## config.mk

```make
export PLATFORM = sky130hd
export DESIGN_NAME = madd_split
export DESIGN_NICKNAME = d
export VERILOG_FILES = /design/src/rtl/madd_split_pkg.sv /design/src/rtl/madd_product.sv /design/src/rtl/madd_half_sum.sv /design/src/rtl/madd_flag_reg.sv /design/src/rtl/madd_split.sv
export SDC_FILE = /design/constraint.sdc
export NUM_CORES = 2
export LEC_CHECK = 0
export ABC_AREA = 1
export BUFFER_PORTS_ARGS = -buffer_cell sky130_fd_sc_hd__buf_2
export CORE_ASPECT_RATIO = 1.2
export CORE_MARGIN = 2
export CORE_UTILIZATION = 43
export DETAILED_ROUTE_END_ITERATION = 12
export PLACE_DENSITY_LB_ADDON = 0.12
export SYNTH_ARGS = -nofsm -noshare
export SYNTH_HDL_FRONTEND = slang
export SYNTH_HIERARCHICAL = 1
export SYNTH_SLANG_ARGS = --single-unit
```

## constraint.sdc

```tcl
create_clock -name clk -period 9.8 [get_ports clk]
set_input_delay 0.49 -clock clk [delete_from_list [all_inputs] [get_ports clk]]
set_output_delay 0.49 -clock clk [all_outputs]
set_load 0.05 [all_outputs]
```

## src/rtl/madd_split_pkg.sv

```systemverilog
package madd_split_pkg;
   typedef struct packed {
      logic hi;
      logic ext;
      logic setc;
   } madd_mod_t;

   localparam int MUL_NATIVE = 0;
   localparam int MUL_SHIFT_ADD = 1;
endpackage

```

## src/rtl/madd_product.sv

```systemverilog
module madd_product #(
   parameter int W = 32,
   parameter int MUL_STYLE = 0
) (
   input  logic [W-1:0]   mul_a,
   input  logic [W-1:0]   mul_b,
   output logic [2*W-1:0] prod
);
   localparam int PW = 2 * W;

   generate
      if (MUL_STYLE == madd_split_pkg::MUL_NATIVE) begin : g_native
         assign prod = {{W{1'b0}}, mul_a} * {{W{1'b0}}, mul_b};
      end else begin : g_shift_add
         logic [PW-1:0] acc [0:W];
         logic [PW-1:0] a_wide;
         assign a_wide = {{W{1'b0}}, mul_a};
         assign acc[0] = '0;
         for (genvar i = 0; i < W; i++) begin : g_row
            assign acc[i+1] = acc[i] + (mul_b[i] ? (a_wide << i) : {PW{1'b0}});
         end
         assign prod = acc[W];
      end
   endgenerate
endmodule

```

## src/rtl/madd_half_sum.sv

```systemverilog
module madd_half_sum #(
   parameter int W = 32
) (
   input  logic [2*W-1:0] prod,
   input  logic           sel_hi,
   input  logic [W-1:0]   addend,
   input  logic           cin,
   output logic [W-1:0]   sum,
   output logic           cout
);
   logic [W-1:0] part;
   logic [W:0]   wide;

   assign part = sel_hi ? prod[2*W-1:W] : prod[W-1:0];
   assign wide = {1'b0, part} + {1'b0, addend} + {{W{1'b0}}, cin};
   assign sum  = wide[W-1:0];
   assign cout = wide[W];
endmodule

```

## src/rtl/madd_flag_reg.sv

```systemverilog
module madd_flag_reg (
   input  logic clk,
   input  logic rst,
   input  logic we,
   input  logic d,
   output logic q
);
   always_ff @(posedge clk) begin
      if (rst)     q <= 1'b0;
      else if (we) q <= d;
   end
endmodule

```

## src/rtl/madd_split.sv

```systemverilog
module madd_split #(
   parameter int W = 32,
   parameter int MUL_STYLE = 0
) (
   input  logic         clk,
   input  logic         rst,
   input  logic         in_valid,
   input  logic         op_hi,
   input  logic         op_ext,
   input  logic         op_setc,
   input  logic [W-1:0] mul_a,
   input  logic [W-1:0] mul_b,
   input  logic [W-1:0] addend,
   output logic         out_valid,
   output logic [W-1:0] result,
   output logic         carry_flag
);
   import madd_split_pkg::*;

   generate
      if (W < 2 || W > 64) begin : g_bad_width
         $error("madd_split: W must lie in 2..64");
      end
      if (MUL_STYLE != MUL_NATIVE && MUL_STYLE != MUL_SHIFT_ADD) begin : g_bad_style
         $error("madd_split: unknown MUL_STYLE");
      end
   endgenerate

   madd_mod_t    mods;
   logic [2*W-1:0] prod;
   logic [W-1:0] sum;
   logic         cin;
   logic         cout;
   logic         flag_we;

   assign mods    = '{hi: op_hi, ext: op_ext, setc: op_setc};
   assign cin     = mods.ext & carry_flag;
   assign flag_we = in_valid & mods.setc;

   madd_product #(.W(W), .MUL_STYLE(MUL_STYLE)) u_prod (
      .mul_a (mul_a),
      .mul_b (mul_b),
      .prod  (prod)
   );

   madd_half_sum #(.W(W)) u_sum (
      .prod   (prod),
      .sel_hi (mods.hi),
      .addend (addend),
      .cin    (cin),
      .sum    (sum),
      .cout   (cout)
   );

   madd_flag_reg u_flag (
      .clk (clk),
      .rst (rst),
      .we  (flag_we),
      .d   (cout),
      .q   (carry_flag)
   );

   always_ff @(posedge clk) begin
      if (rst) out_valid <= 1'b0;
      else     out_valid <= in_valid;
   end

   always_ff @(posedge clk) begin
      if (in_valid) result <= sum;
   end
endmodule

```

==> impl_summary.txt <==
----------------------------------------------------
[Worst setup path]
  Critical-path top delay cell ... fa_1
  Worst Setup Path Type ... input pin to register
  Max FO, Critical Path ... 15
  Req. time, crit path ... 9.98 ns
  Type of element launching the critical path ... input pin
  Cell type with the highest occurrence count on the critical path ... nand2_1
  Max stage delay on crit path ... 0.60 ns
  Kind of end point of the critical path ... register
  Arrival time worst endpoint ... around 9 ns

[Synth]
  Adder-cell share of the synthesized area ... 54.2%
  Post-synthesis instance area ... between 0.03 and 0.04 sq mm
  Number of unique standard cell types used by synthesis ... 32
  Synthesized instance count ... 5545
  Main combinational cell family by area after synthesis ... adder cells
  Yosys warning total ... 6
  Syn nets ... between 6000 and 7000
  Synthesized-area fraction occupied by xor and xnor cells ... around 1.1%
  Mux share of post-synthesis cell area ... less than 1%
  Seq cells post-synth ... 34
  Complex-gate fraction of the synthesized area ... 1.11%
  Average size of a mapped cell ... between 7 and 8 sq um
  Register area share after synthesis ... about 2.5%
  Simple logic cell fraction of the synthesized area ... 20.8%

[STA]
  Number of pins with negative max-slew slack in the final report ... 0
  Summed negative setup slack over all endpoints ... 0 ns
  Final worst clock skew ... approximately 0.0023 ns
  Ratio of final minimum period to clock period ... about nine tenths
  Upper clock frequency limit ... approximately 110 MHz
  Clock period minus worst slack ... between 8 and 9 ns
  Hold Fails Final Rpt ... 0
  Setup repair after global routing missed its margin ... no
  Final Setup Violations ... 0
  Headroom to the max-slew limit ... approximately 45%
  Slew @ Worst Pin ... between 0.8 and 0.9 ns

[Placed design]
  Placement Cell Area ... 0.0421 sq mm
  Count of buffers inserted at the top-level ports ... roughly 140
  Half-perimeter wire length after placement ... between 100000 and 150000 microns
  Final estimated routing congestion in global placement ... about 0.97

[Floorplanning]
  Effective utilization at floorplan ... approximately 43%
  Die Height ... 338 microns
  I/O pin count ... ~140
  Horizontal extent of the die ... roughly 280 microns
  Floorplan Core Area ... 0.0922 sq mm
  Full die area ... ~0.095 sq mm
  Core Rows ... 122

[Layout]
  Total number of nets in the final design ... between 6000 and 7000
  Footprint of the multi-input gates ... roughly 0.031 sq mm
  Area added between synthesis and finish ... 5.78%
  Share of layout cells above drive strength 1 ... under 10%
  Finished Cell Area ... 0.0422 sq mm
  Total of fill cells in the finished design ... between 9000 and 10000
  Sequential cell area ... around 0.0010 sq mm

[Flow run]
  Max cap viols ... 0

[Route]
  Count of vias placed by the detailed router ... 32000
  Residual DRC ... 0
  Vias per cell ... between 4 and 5
  Drt first pass iters ... 6
  Average wire per cell in the routed design ... ~17 microns
  Detailed-route wire length ... between 100000 and 150000 microns
  Initial drt markers ... ~1700
  Count of nets left with antenna violations after detail routing ... 0

[GRT]
  Vias in the first global route ... 34100
  Overflow after GRT ... 0
  Initial antenna violation count ... 5
  Wire length of the first global-routing pass ... between 150000 and 200000 microns
  Maximum number of pins on one net before global-route repair ... 35
  Overall global routing resource usage ... 25.6%

[Worst hold path]
  Hold Crit Class ... input pin to register

[Status]
  Result of the run ... finished clean

[Clocking]
  Worst-case clock buffer depth ... 2
  H-tree depth reported by CTS ... 2
  Number of buffers inserted during clock tree synthesis ... 5
  Worst-path clk slew ... approximately 0.060 ns
  TritonCTS clock tree ... done
  Resized cells post-CTS ... 0
  Num Clock Sinks ... 34
  Count of hold buffers inserted by post-cts repair ... 0
  Clock latency on the worst-skew pair ... between 0.2 and 0.3 ns
  Cell at the root of the clock tree ... clkbuf_16
  Post-CTS Setup Bufs ... 0

----------------------------------------------------
## critical path: cells and delay by family
family,cells,cell delay (ns)
fa+ha+maj,11,5.39
compound gates,1,0.20
simple gates,18,1.41
mux,1,0.31
buf+inv,8,1.12
xor+xnor,1,0.18
## stage by stage
step,instances,worst slack (ns),hold WS [ns],util (%)
global placement,6808,0.562,0.562,45.6
floorplan,5545,1.80,0.557,-
CTS,6816,0.829,0.385,45.8
finish,6821,0.811,0.384,45.8
detailed placement,6808,0.577,0.572,45.6
global route,6817,0.387,0.389,45.8
## synth_stat cells
cell / number / share of area [%]
a21o_1: 1 / 0.019
a21oi_1: 64 / 0.80
buf_2: 3 / 0.038
clkbuf_1: 193 / 1.8
clkinv_1: 1 / 0.0094
dfxtp_1: 2 / 0.10
edfxtp_1: 32 / 2.4
fa_1: 898 / 45
ha_1: 294 / 9.2
inv_1: 1840 / 17
inv_2: 15 / 0.14
mux2_1: 2 / 0.056
mux2_2: 30 / 0.85
nand2_1: 1807 / 17
nand2_2: 14 / 0.22
nand3_1: 83 / 1.0
nand3_2: 8 / 0.20
nand3b_1: 1 / 0.019
nand4_1: 19 / 0.30
nor2_1: 115 / 1.1
nor2_2: 26 / 0.41
nor2_4: 5 / 0.14
nor3_1: 17 / 0.21
nor3_2: 5 / 0.13
nor3_4: 1 / 0.041
nor3b_1: 1 / 0.019
o21ai_0: 3 / 0.038
o21bai_1: 12 / 0.23
o21bai_2: 1 / 0.028
or2_1: 1 / 0.016
xnor2_1: 3 / 0.066
xor2_1: 48 / 1.1
## flip-flops by register name, summed over array words and instances, names as in the netlist
register and count:
u_flag/q 1, out_valid 1, result 32
## layout make-up
cell class	count	area share [%]
diodes	5	0.0296
clock buffers	6	0.305
clock inverters	2	0.0207
inverters	1856	16.5
multi-input cells	3459	73.9
flip-flops and latches	34	2.37
well taps	1240	3.67
repair buffers	219	3.18
## path summary, 6_finish.rpt
| check | endpoint | slack, ns | depth (start not counted) | startpoint |
|---|---|---|---|---|
| worst max-delay path | u_flag/q | 0.81 | 40 | mul_a[18] |
| worst min-delay path | out_valid | 0.38 | 2 | rst |
| worst max register to register | u_flag/q | 7.35 | 16 | u_flag/q |
| worst min register to register | u_flag/q | 0.57 | 2 | u_flag/q |
## cells in the final DEF, fill, tap and decap left out, types with 32 or more instances in the layout
cell      count
ha_1        294
nor2_1      115
fa_1        898
nand3_1      83
buf_4        81
nand2_1    1807
inv_1      1840
xor2_1       48
buf_2       135
edfxtp_1     32
a21oi_1      64
## logic make-up after synthesis
kind of cell	after synthesis
and+or+nand+nor	2103
buffers and inverters	2052
DFF	34
adders and majority gates	1192
xor gates and xnor gates	51
muxes	32
AOI/OAI and AO/OA	81
## routing by layer
layer	track usage (%)	vias to the layer above	share of wire (%)
met5	0	-	0.035
met4	5.47	6	2.3
met3	2.39	139	4.7
met2	46.5	737	51
met1	32.9	15900	42
li1	-	15300	-
Power is not shown: default switching activity piles up to over one toggle a cycle in this logic, so the estimate is an artifact.
